### config.mk
export PLATFORM = sky130hd
export DESIGN_NAME = md9_serial_chan
export DESIGN_NICKNAME = d
export VERILOG_FILES = /design/src/rtl/md9_pkg.sv /design/src/rtl/md9_tx.sv /design/src/rtl/md9_rx.sv /design/src/rtl/md9_fifo.sv /design/src/rtl/md9_serial_chan.sv
export SDC_FILE = /design/constraint.sdc
export NUM_CORES = 1
export LEC_CHECK = 0
export CAP_MARGIN = 0
export CELL_PAD_IN_SITES_DETAIL_PLACEMENT = 0
export CELL_PAD_IN_SITES_GLOBAL_PLACEMENT = 1
export CORE_MARGIN = 5
export CORE_UTILIZATION = 44
export DETAILED_ROUTE_END_ITERATION = 10
export HOLD_SLACK_MARGIN = 0.03
export PLACE_DENSITY_LB_ADDON = 0.1
export SLEW_MARGIN = 20
export SYNTH_ARGS = -nofsm -noshare
export SYNTH_HDL_FRONTEND = slang
export SYNTH_SLANG_ARGS = --single-unit
export TNS_END_PERCENT = 1
### constraint.sdc
create_clock -name clk -period 2.2 [get_ports clk]
set_clock_uncertainty 0.2 [all_clocks]
set_input_delay 0.44 -clock clk [delete_from_list [all_inputs] [get_ports clk]]
set_output_delay 0.44 -clock clk [all_outputs]
set_load 0.05 [all_outputs]
### src/rtl/md9_pkg.sv
package md9_pkg;
  localparam logic [1:0] FMT_MULTIDROP = 2'b11;

  typedef enum logic [2:0] {
    RX_IDLE,
    RX_START,
    RX_DATA,
    RX_NINTH,
    RX_STOP,
    RX_WAIT_HIGH
  } rx_state_e;
endpackage

### src/rtl/md9_tx.sv
module md9_tx #(
  parameter int DATA_W = 8,
  parameter int OSR    = 16
) (
  input  logic              clk,
  input  logic              rst_n,
  input  logic              tick,
  input  logic              wr_en,
  input  logic [DATA_W-1:0] wr_data,
  input  logic              wr_flag,
  input  logic              md,
  output logic              rdy,
  output logic              busy,
  output logic              txd
);
  localparam int FRW  = DATA_W + 3;
  localparam int CNTW = $clog2(FRW + 1);
  localparam int SUBW = $clog2(OSR);

  logic              hold_full_q, hold_full_d;
  logic [DATA_W-1:0] hold_data_q, hold_data_d;
  logic              hold_flag_q, hold_flag_d;
  logic              hold_md_q, hold_md_d;
  logic              busy_q, busy_d;
  logic [FRW-1:0]    frame_q, frame_d;
  logic [CNTW-1:0]   nbits_q, nbits_d;
  logic [CNTW-1:0]   bit_q, bit_d;
  logic [SUBW-1:0]   sub_q, sub_d;
  logic              txd_q, txd_d;

  always_comb begin
    hold_full_d = hold_full_q;
    hold_data_d = hold_data_q;
    hold_flag_d = hold_flag_q;
    hold_md_d   = hold_md_q;
    busy_d      = busy_q;
    frame_d     = frame_q;
    nbits_d     = nbits_q;
    bit_d       = bit_q;
    sub_d       = sub_q;
    txd_d       = txd_q;
    if (wr_en && !hold_full_q) begin
      hold_full_d = 1'b1;
      hold_data_d = wr_data;
      hold_flag_d = wr_flag;
      hold_md_d   = md;
    end
    if (!busy_q && hold_full_q) begin
      hold_full_d = 1'b0;
      busy_d      = 1'b1;
      frame_d     = hold_md_q ? {1'b1, hold_flag_q, hold_data_q, 1'b0}
                              : {1'b1, 1'b1, hold_data_q, 1'b0};
      nbits_d     = hold_md_q ? CNTW'(FRW) : CNTW'(FRW - 1);
      bit_d       = '0;
      sub_d       = '0;
      txd_d       = 1'b0;
    end else if (busy_q && tick) begin
      if (sub_q == SUBW'(OSR - 1)) begin
        sub_d = '0;
        if (bit_q == nbits_q - 1'b1) begin
          busy_d = 1'b0;
          txd_d  = 1'b1;
        end else begin
          bit_d   = bit_q + 1'b1;
          frame_d = frame_q >> 1;
          txd_d   = frame_q[1];
        end
      end else begin
        sub_d = sub_q + 1'b1;
      end
    end
  end

  always_ff @(posedge clk or negedge rst_n) begin
    if (!rst_n) begin
      hold_full_q <= 1'b0;
      hold_data_q <= '0;
      hold_flag_q <= 1'b0;
      hold_md_q   <= 1'b0;
      busy_q      <= 1'b0;
      frame_q     <= '1;
      nbits_q     <= '0;
      bit_q       <= '0;
      sub_q       <= '0;
      txd_q       <= 1'b1;
    end else begin
      hold_full_q <= hold_full_d;
      hold_data_q <= hold_data_d;
      hold_flag_q <= hold_flag_d;
      hold_md_q   <= hold_md_d;
      busy_q      <= busy_d;
      frame_q     <= frame_d;
      nbits_q     <= nbits_d;
      bit_q       <= bit_d;
      sub_q       <= sub_d;
      txd_q       <= txd_d;
    end
  end

  assign rdy  = !hold_full_q;
  assign busy = busy_q;
  assign txd  = txd_q;
endmodule

### src/rtl/md9_rx.sv
module md9_rx
  import md9_pkg::*;
#(
  parameter int DATA_W = 8,
  parameter int OSR    = 16
) (
  input  logic              clk,
  input  logic              rst_n,
  input  logic              tick,
  input  logic              rxd,
  input  logic              md,
  output logic              push,
  output logic [DATA_W-1:0] push_data,
  output logic              push_flag,
  output logic              md_active
);
  localparam int SUBW = $clog2(OSR);
  localparam int HALF = OSR / 2;
  localparam int BITW = $clog2(DATA_W);

  logic              s1_q, s2_q;
  rx_state_e         st_q, st_d;
  logic [SUBW-1:0]   sub_q, sub_d;
  logic [BITW-1:0]   bit_q, bit_d;
  logic [DATA_W-1:0] shf_q, shf_d;
  logic              flag_q, flag_d;
  logic              md_q, md_d;
  logic              push_d;
  logic              at_bit_end;

  assign at_bit_end = tick && (sub_q == SUBW'(OSR - 1));

  always_comb begin
    st_d   = st_q;
    sub_d  = sub_q;
    bit_d  = bit_q;
    shf_d  = shf_q;
    flag_d = flag_q;
    md_d   = md_q;
    push_d = 1'b0;
    if (tick && st_q != RX_IDLE && st_q != RX_WAIT_HIGH) begin
      sub_d = at_bit_end ? '0 : sub_q + 1'b1;
    end
    unique case (st_q)
      RX_IDLE: begin
        if (!s2_q) begin
          st_d  = RX_START;
          sub_d = '0;
          md_d  = md;
        end
      end
      RX_START: begin
        if (tick && sub_q == SUBW'(HALF - 1)) begin
          sub_d = '0;
          bit_d = '0;
          st_d  = s2_q ? RX_IDLE : RX_DATA;
        end
      end
      RX_DATA: begin
        if (at_bit_end) begin
          shf_d = {s2_q, shf_q[DATA_W-1:1]};
          if (bit_q == BITW'(DATA_W - 1)) begin
            flag_d = 1'b0;
            st_d   = md_q ? RX_NINTH : RX_STOP;
          end else begin
            bit_d = bit_q + 1'b1;
          end
        end
      end
      RX_NINTH: begin
        if (at_bit_end) begin
          flag_d = s2_q;
          st_d   = RX_STOP;
        end
      end
      RX_STOP: begin
        if (at_bit_end) begin
          push_d = s2_q;
          st_d   = s2_q ? RX_IDLE : RX_WAIT_HIGH;
        end
      end
      RX_WAIT_HIGH: begin
        if (s2_q) st_d = RX_IDLE;
      end
      default: st_d = RX_IDLE;
    endcase
  end

  always_ff @(posedge clk or negedge rst_n) begin
    if (!rst_n) begin
      s1_q   <= 1'b1;
      s2_q   <= 1'b1;
      st_q   <= RX_IDLE;
      sub_q  <= '0;
      bit_q  <= '0;
      shf_q  <= '0;
      flag_q <= 1'b0;
      md_q   <= 1'b0;
    end else begin
      s1_q   <= rxd;
      s2_q   <= s1_q;
      st_q   <= st_d;
      sub_q  <= sub_d;
      bit_q  <= bit_d;
      shf_q  <= shf_d;
      flag_q <= flag_d;
      md_q   <= md_d;
    end
  end

  assign push      = push_d;
  assign push_data = shf_q;
  assign push_flag = flag_q;
  assign md_active = md_q;
endmodule

### src/rtl/md9_fifo.sv
module md9_fifo #(
  parameter int WIDTH = 9,
  parameter int DEPTH = 4
) (
  input  logic                       clk,
  input  logic                       rst_n,
  input  logic                       push,
  input  logic [WIDTH-1:0]           wdata,
  input  logic                       pop,
  output logic [WIDTH-1:0]           rdata,
  output logic                       not_empty,
  output logic [$clog2(DEPTH+1)-1:0] count
);
  localparam int PW = $clog2(DEPTH);
  localparam int CW = $clog2(DEPTH + 1);

  logic [WIDTH-1:0] mem_q [DEPTH];
  logic [PW-1:0]    wr_q, wr_d, rd_q, rd_d;
  logic [CW-1:0]    cnt_q, cnt_d;
  logic             do_push, do_pop;

  function automatic logic [PW-1:0] bump(input logic [PW-1:0] p);
    return (p == PW'(DEPTH - 1)) ? '0 : p + 1'b1;
  endfunction

  assign do_push = push && (cnt_q != CW'(DEPTH));
  assign do_pop  = pop && (cnt_q != '0);

  always_comb begin
    wr_d  = do_push ? bump(wr_q) : wr_q;
    rd_d  = do_pop ? bump(rd_q) : rd_q;
    cnt_d = cnt_q;
    if (do_push && !do_pop) cnt_d = cnt_q + 1'b1;
    if (do_pop && !do_push) cnt_d = cnt_q - 1'b1;
  end

  always_ff @(posedge clk or negedge rst_n) begin
    if (!rst_n) begin
      wr_q  <= '0;
      rd_q  <= '0;
      cnt_q <= '0;
    end else begin
      wr_q  <= wr_d;
      rd_q  <= rd_d;
      cnt_q <= cnt_d;
    end
  end

  always_ff @(posedge clk) begin
    if (do_push) mem_q[wr_q] <= wdata;
  end

  assign rdata     = mem_q[rd_q];
  assign not_empty = (cnt_q != '0);
  assign count     = cnt_q;
endmodule

### src/rtl/md9_serial_chan.sv
module md9_serial_chan
  import md9_pkg::*;
#(
  parameter int DATA_W   = 8,
  parameter int OSR      = 16,
  parameter int RX_DEPTH = 4
) (
  input  logic              clk,
  input  logic              rst_n,
  input  logic              tick16,
  input  logic              cfg_we,
  input  logic [1:0]        cfg_fmt,
  input  logic              cfg_addr,
  input  logic              tx_we,
  input  logic [DATA_W-1:0] tx_data,
  output logic              tx_rdy,
  input  logic              rx_re,
  output logic [DATA_W-1:0] rx_data,
  output logic              rx_flag,
  output logic              rx_rdy,
  input  logic              rxd,
  output logic              txd
);
  localparam int CW = $clog2(RX_DEPTH + 1);

  logic [1:0]        fmt_q, fmt_d;
  logic              addr_q, addr_d;
  logic              md_sel;
  logic              tx_busy;
  logic              rx_push;
  logic [DATA_W-1:0] rx_push_data;
  logic              rx_push_flag;
  logic              rx_md;
  logic [DATA_W:0]   rx_head;
  logic [CW-1:0]     rx_count;

  always_comb begin
    fmt_d  = fmt_q;
    addr_d = addr_q;
    if (cfg_we) begin
      fmt_d  = cfg_fmt;
      addr_d = cfg_addr;
    end
  end

  always_ff @(posedge clk or negedge rst_n) begin
    if (!rst_n) begin
      fmt_q  <= 2'b00;
      addr_q <= 1'b0;
    end else begin
      fmt_q  <= fmt_d;
      addr_q <= addr_d;
    end
  end

  assign md_sel = (fmt_q == FMT_MULTIDROP);

  md9_tx #(.DATA_W(DATA_W), .OSR(OSR)) tx_i (
    .clk     (clk),
    .rst_n   (rst_n),
    .tick    (tick16),
    .wr_en   (tx_we),
    .wr_data (tx_data),
    .wr_flag (addr_q),
    .md      (md_sel),
    .rdy     (tx_rdy),
    .busy    (tx_busy),
    .txd     (txd)
  );

  md9_rx #(.DATA_W(DATA_W), .OSR(OSR)) rx_i (
    .clk       (clk),
    .rst_n     (rst_n),
    .tick      (tick16),
    .rxd       (rxd),
    .md        (md_sel),
    .push      (rx_push),
    .push_data (rx_push_data),
    .push_flag (rx_push_flag),
    .md_active (rx_md)
  );

  md9_fifo #(.WIDTH(DATA_W + 1), .DEPTH(RX_DEPTH)) fifo_i (
    .clk       (clk),
    .rst_n     (rst_n),
    .push      (rx_push),
    .wdata     ({rx_push_flag, rx_push_data}),
    .pop       (rx_re),
    .rdata     (rx_head),
    .not_empty (rx_rdy),
    .count     (rx_count)
  );

  assign rx_data = rx_head[DATA_W-1:0];
  assign rx_flag = rx_head[DATA_W];
endmodule

==> results.md <==
- Tmin final: 2.22 ns
- Commonest register cell after synthesis: dfrtp_1
- Total track usage: 0.130
- Crit-path max cell delay: 0.52 ns
- FILL cells: 824
- Asr flop ratio synth: 0.644
- RSZ-0062 raised after global routing: true
- Crit path capture: rx_data[3]
- Cells along the critical path: buf_12 -> mux4_2 -> buf_6
- Largest net degree at the start of global routing: 66
- DRC viols: 0
- Crit path max-delay family: multiplexers
- Clock tree root driver cell: clkbuf_8
- Netlist cell types: 56
- CP Max Fanout: 10
- Cells after Synth: between 300 and 400
- Worst Setup Start Kind: register
- Io pins: 30
- YS warnings: 0
- DRT antenna net count: 0
- Vias in the first global route: 2,758
- Mapped Area: 0.00449 mm2
- Hold_ws: approximately 0.16 ns
- Slew Limit Fails: 0
- Post-DP HPWL: 5110 um
- H-tree Lvls: 3
- Initial Utilization: 0.455
- Reg2reg end: fifo_i.count[2]
- Top-count cell post-synth: dfrtp_1
- Outcome: finished, violations left
- RePlAce Congestion: roughly 0.74
- CP required: between 1.5 and 2 ns
- Share of layout cells above drive strength 1: 0.332
- Synth top area cells: dfrtp_1 (29%), edfxtp_1 (24%), dfstp_2 (7.6%), mux2_2 (6.0%), mux4_2 (4.5%)
- Area delta synth->final: 19.8%
- Post-layout util: 0.546
- Iter 0 DRT Violations: 119
- Crit path depth: 3
- Final instance area: ~0.0054 mm2
- Clk pin slew, worst setup/hold paths: 0.10 ns
- Syn avg cell area: 14.1 um2
- Fin. Hold Viols: 0
- Failing checks: setup timing
- Placed cell areas: 0.00510 mm2
- Final Power: between 5000 and 6000 uW
- Setup crit end kind: primary output
- Die Span Y: 111 um
- Slew Limit Headroom: 0.615
- Crit path from: fifo_i.rd_q[0]
- Drt pass-1 iters: 4
- Setup WS post-layout: -0.0242 ns
- R2R setup slack: 0.05 ns
- Full die area: 0.0123 mm2
- CP Class: reg2out
- RR Startpoint: rx_i.st_q[1]
- CTS Buffer Depth: 2
- Final Setup Violations: 9
- CTS tree: built
- Final net count: 406
- Drt wl/cell: 14.6 um
- WL met2: 3580 um
- Number of enable flip-flop cells after synthesis: 36
- Core ar.: 0.00986 mm2
- Critical Path AT: roughly 1.6 ns
- Cts bufs inserted: 9
- Period utilization: 1.01
- Number of core rows: 36
- VDD IR max: 822 uV
- Total wire length: 7470 um
- Top Metal Used: met4
- F_max: 450 MHz
- Vias post-DR: 2,628
- Post-synth top cells: dfrtp_1 (52), edfxtp_1 (36), mux2_2 (24)
- Syn Nets: 351
- M1 wire length: 3510 um
- Pwr Density: 1040 mW/mm2
- Overflow after GRT: 0
- Hold Crit Class: reg2reg
- Worst Max-Slew Pin Slew: 0.577 ns
- Antenna diode count: 0
- Final setup TNS: -0.112 ns
- Max-Cap Viols: 0
- First-pass GRT wire length: 13,100 um
- Initial antenna violation count: 0
- R2R depth: 10
- IO buf count: 29
- Die Span X: 111 um
- Post-synth top area share: 0.290
- Post-synth top area cell: dfrtp_1
- CP max stage cell: mux4_2
- Buf/Inv on CP: 2
- # clock sinks: 101
- Vias per inst: about 5.1
- DR WL met3: roughly 310 um
- Seq cells post-synth: 101
- Pleak: 0.00221 uW
- Post-synthesis sequential area ratio: 0.606
- Clock Latency Late Sink: about 0.36 ns
## power by group
part / total (uW) / switching (uW) / internal [uW]
sequential: 2620 / 276 / 2350
clock: 1200 / 737 / 463
combinational: 1790 / 912 / 880
total: 5620 / 1930 / 3690
## repair_timing
action	4_1_cts	5_1_grt
hold buffers	1	0
resized for setup	10	3
endpoints found under the setup margin	10	11
pin swaps	0	2
setup buffers	1	0
endpoints found under the hold margin	52	0
## area by class of cell
class	instances	area, um2	share of cell area
Sequential cell	101	2730	0.506
Clock inverter	7	93.8	0.0174
Multi-Input combinational cell	192	1680	0.313
Inverter	13	48.8	0.00907
Tap cell	133	166	0.0309
Timing Repair Buffer	57	539	0.100
Clock buffer	9	124	0.0230
## cells in the final DEF (no fill, tap or decap), drive strengths merged, types with 3 or more instances in the layout
cell	Yosys	layout
dfstp	13	13
xnor2	3	3
mux4	9	9
a22o	5	5
xor2	7	7
edfxtp	36	36
clkinv	0	5
and2	10	10
clkdlybuf4s50	0	16
inv	13	15
buf	9	40
a31oi	4	4
nor2	19	19
nor2b	3	3
mux2i	5	5
nor3	5	5
clkbuf	4	9
a21oi	6	6
nand2	12	12
and3	4	4
ha	13	13
dfrtp	52	52
a221o	7	7
mux2	26	26
nand3	11	11
o21ai	15	15
## worst min path at each step
stage	startpoint	end	cells after the start
global route	rx_i.s1_q	rx_i.s2_q	0
detailed placement	rx_i.s1_q	rx_i.s2_q	0
finish	rx_i.s1_q	rx_i.s2_q	0
global placement	rx_i.s1_q	rx_i.s2_q	0
floorplan	rst_n	addr_q	0
CTS	rx_i.s1_q	rx_i.s2_q	0
## metal layers
| metal | vias up | GRT usage |
|---|---|---|
| met4 | 0 | 0.0438 |
| met5 | - | 0 |
| met3 | 6 | 0.0273 |
| li1 | 1292 | - |
| met1 | 1282 | 0.180 |
| met2 | 48 | 0.205 |
## per-stage QoR
| step | cells | worst slack [ns] |
|---|---|---|
| after floorplan | 319 | -0.0319 |
| after global placement | 494 | -0.314 |
| after detailed placement | 494 | -0.332 |
| after CTS | 512 | -0.0524 |
| after global routing | 512 | -0.115 |
| final | 512 | -0.0242 |
## sequential cells by signal (all words and copies together) (netlist names), 3 cells and up
name and count:
fifo_i.mem_q 36, fifo_i.count 3, rx_i.bit_q 3, tx_i.hold_data_q 8, tx_i.frame_q 10, rx_i.sub_q 4, rx_i.st_q 3, rx_i.push_data 8
tx_i.bit_q 4, tx_i.sub_q 4
## logic make-up (layout without fill, tap and decap cells)
logic type,count (synthesis),in the layout,synth area share
compound gates,49,49,0.0813
xor+xnor,10,10,0.0195
fa+ha+maj,14,14,0.0407
buf+inv,26,86,0.0278
flops,101,101,0.606
mux,40,40,0.123
simple gates,79,79,0.101
Note: power is estimated with default switching activity, not from simulation.
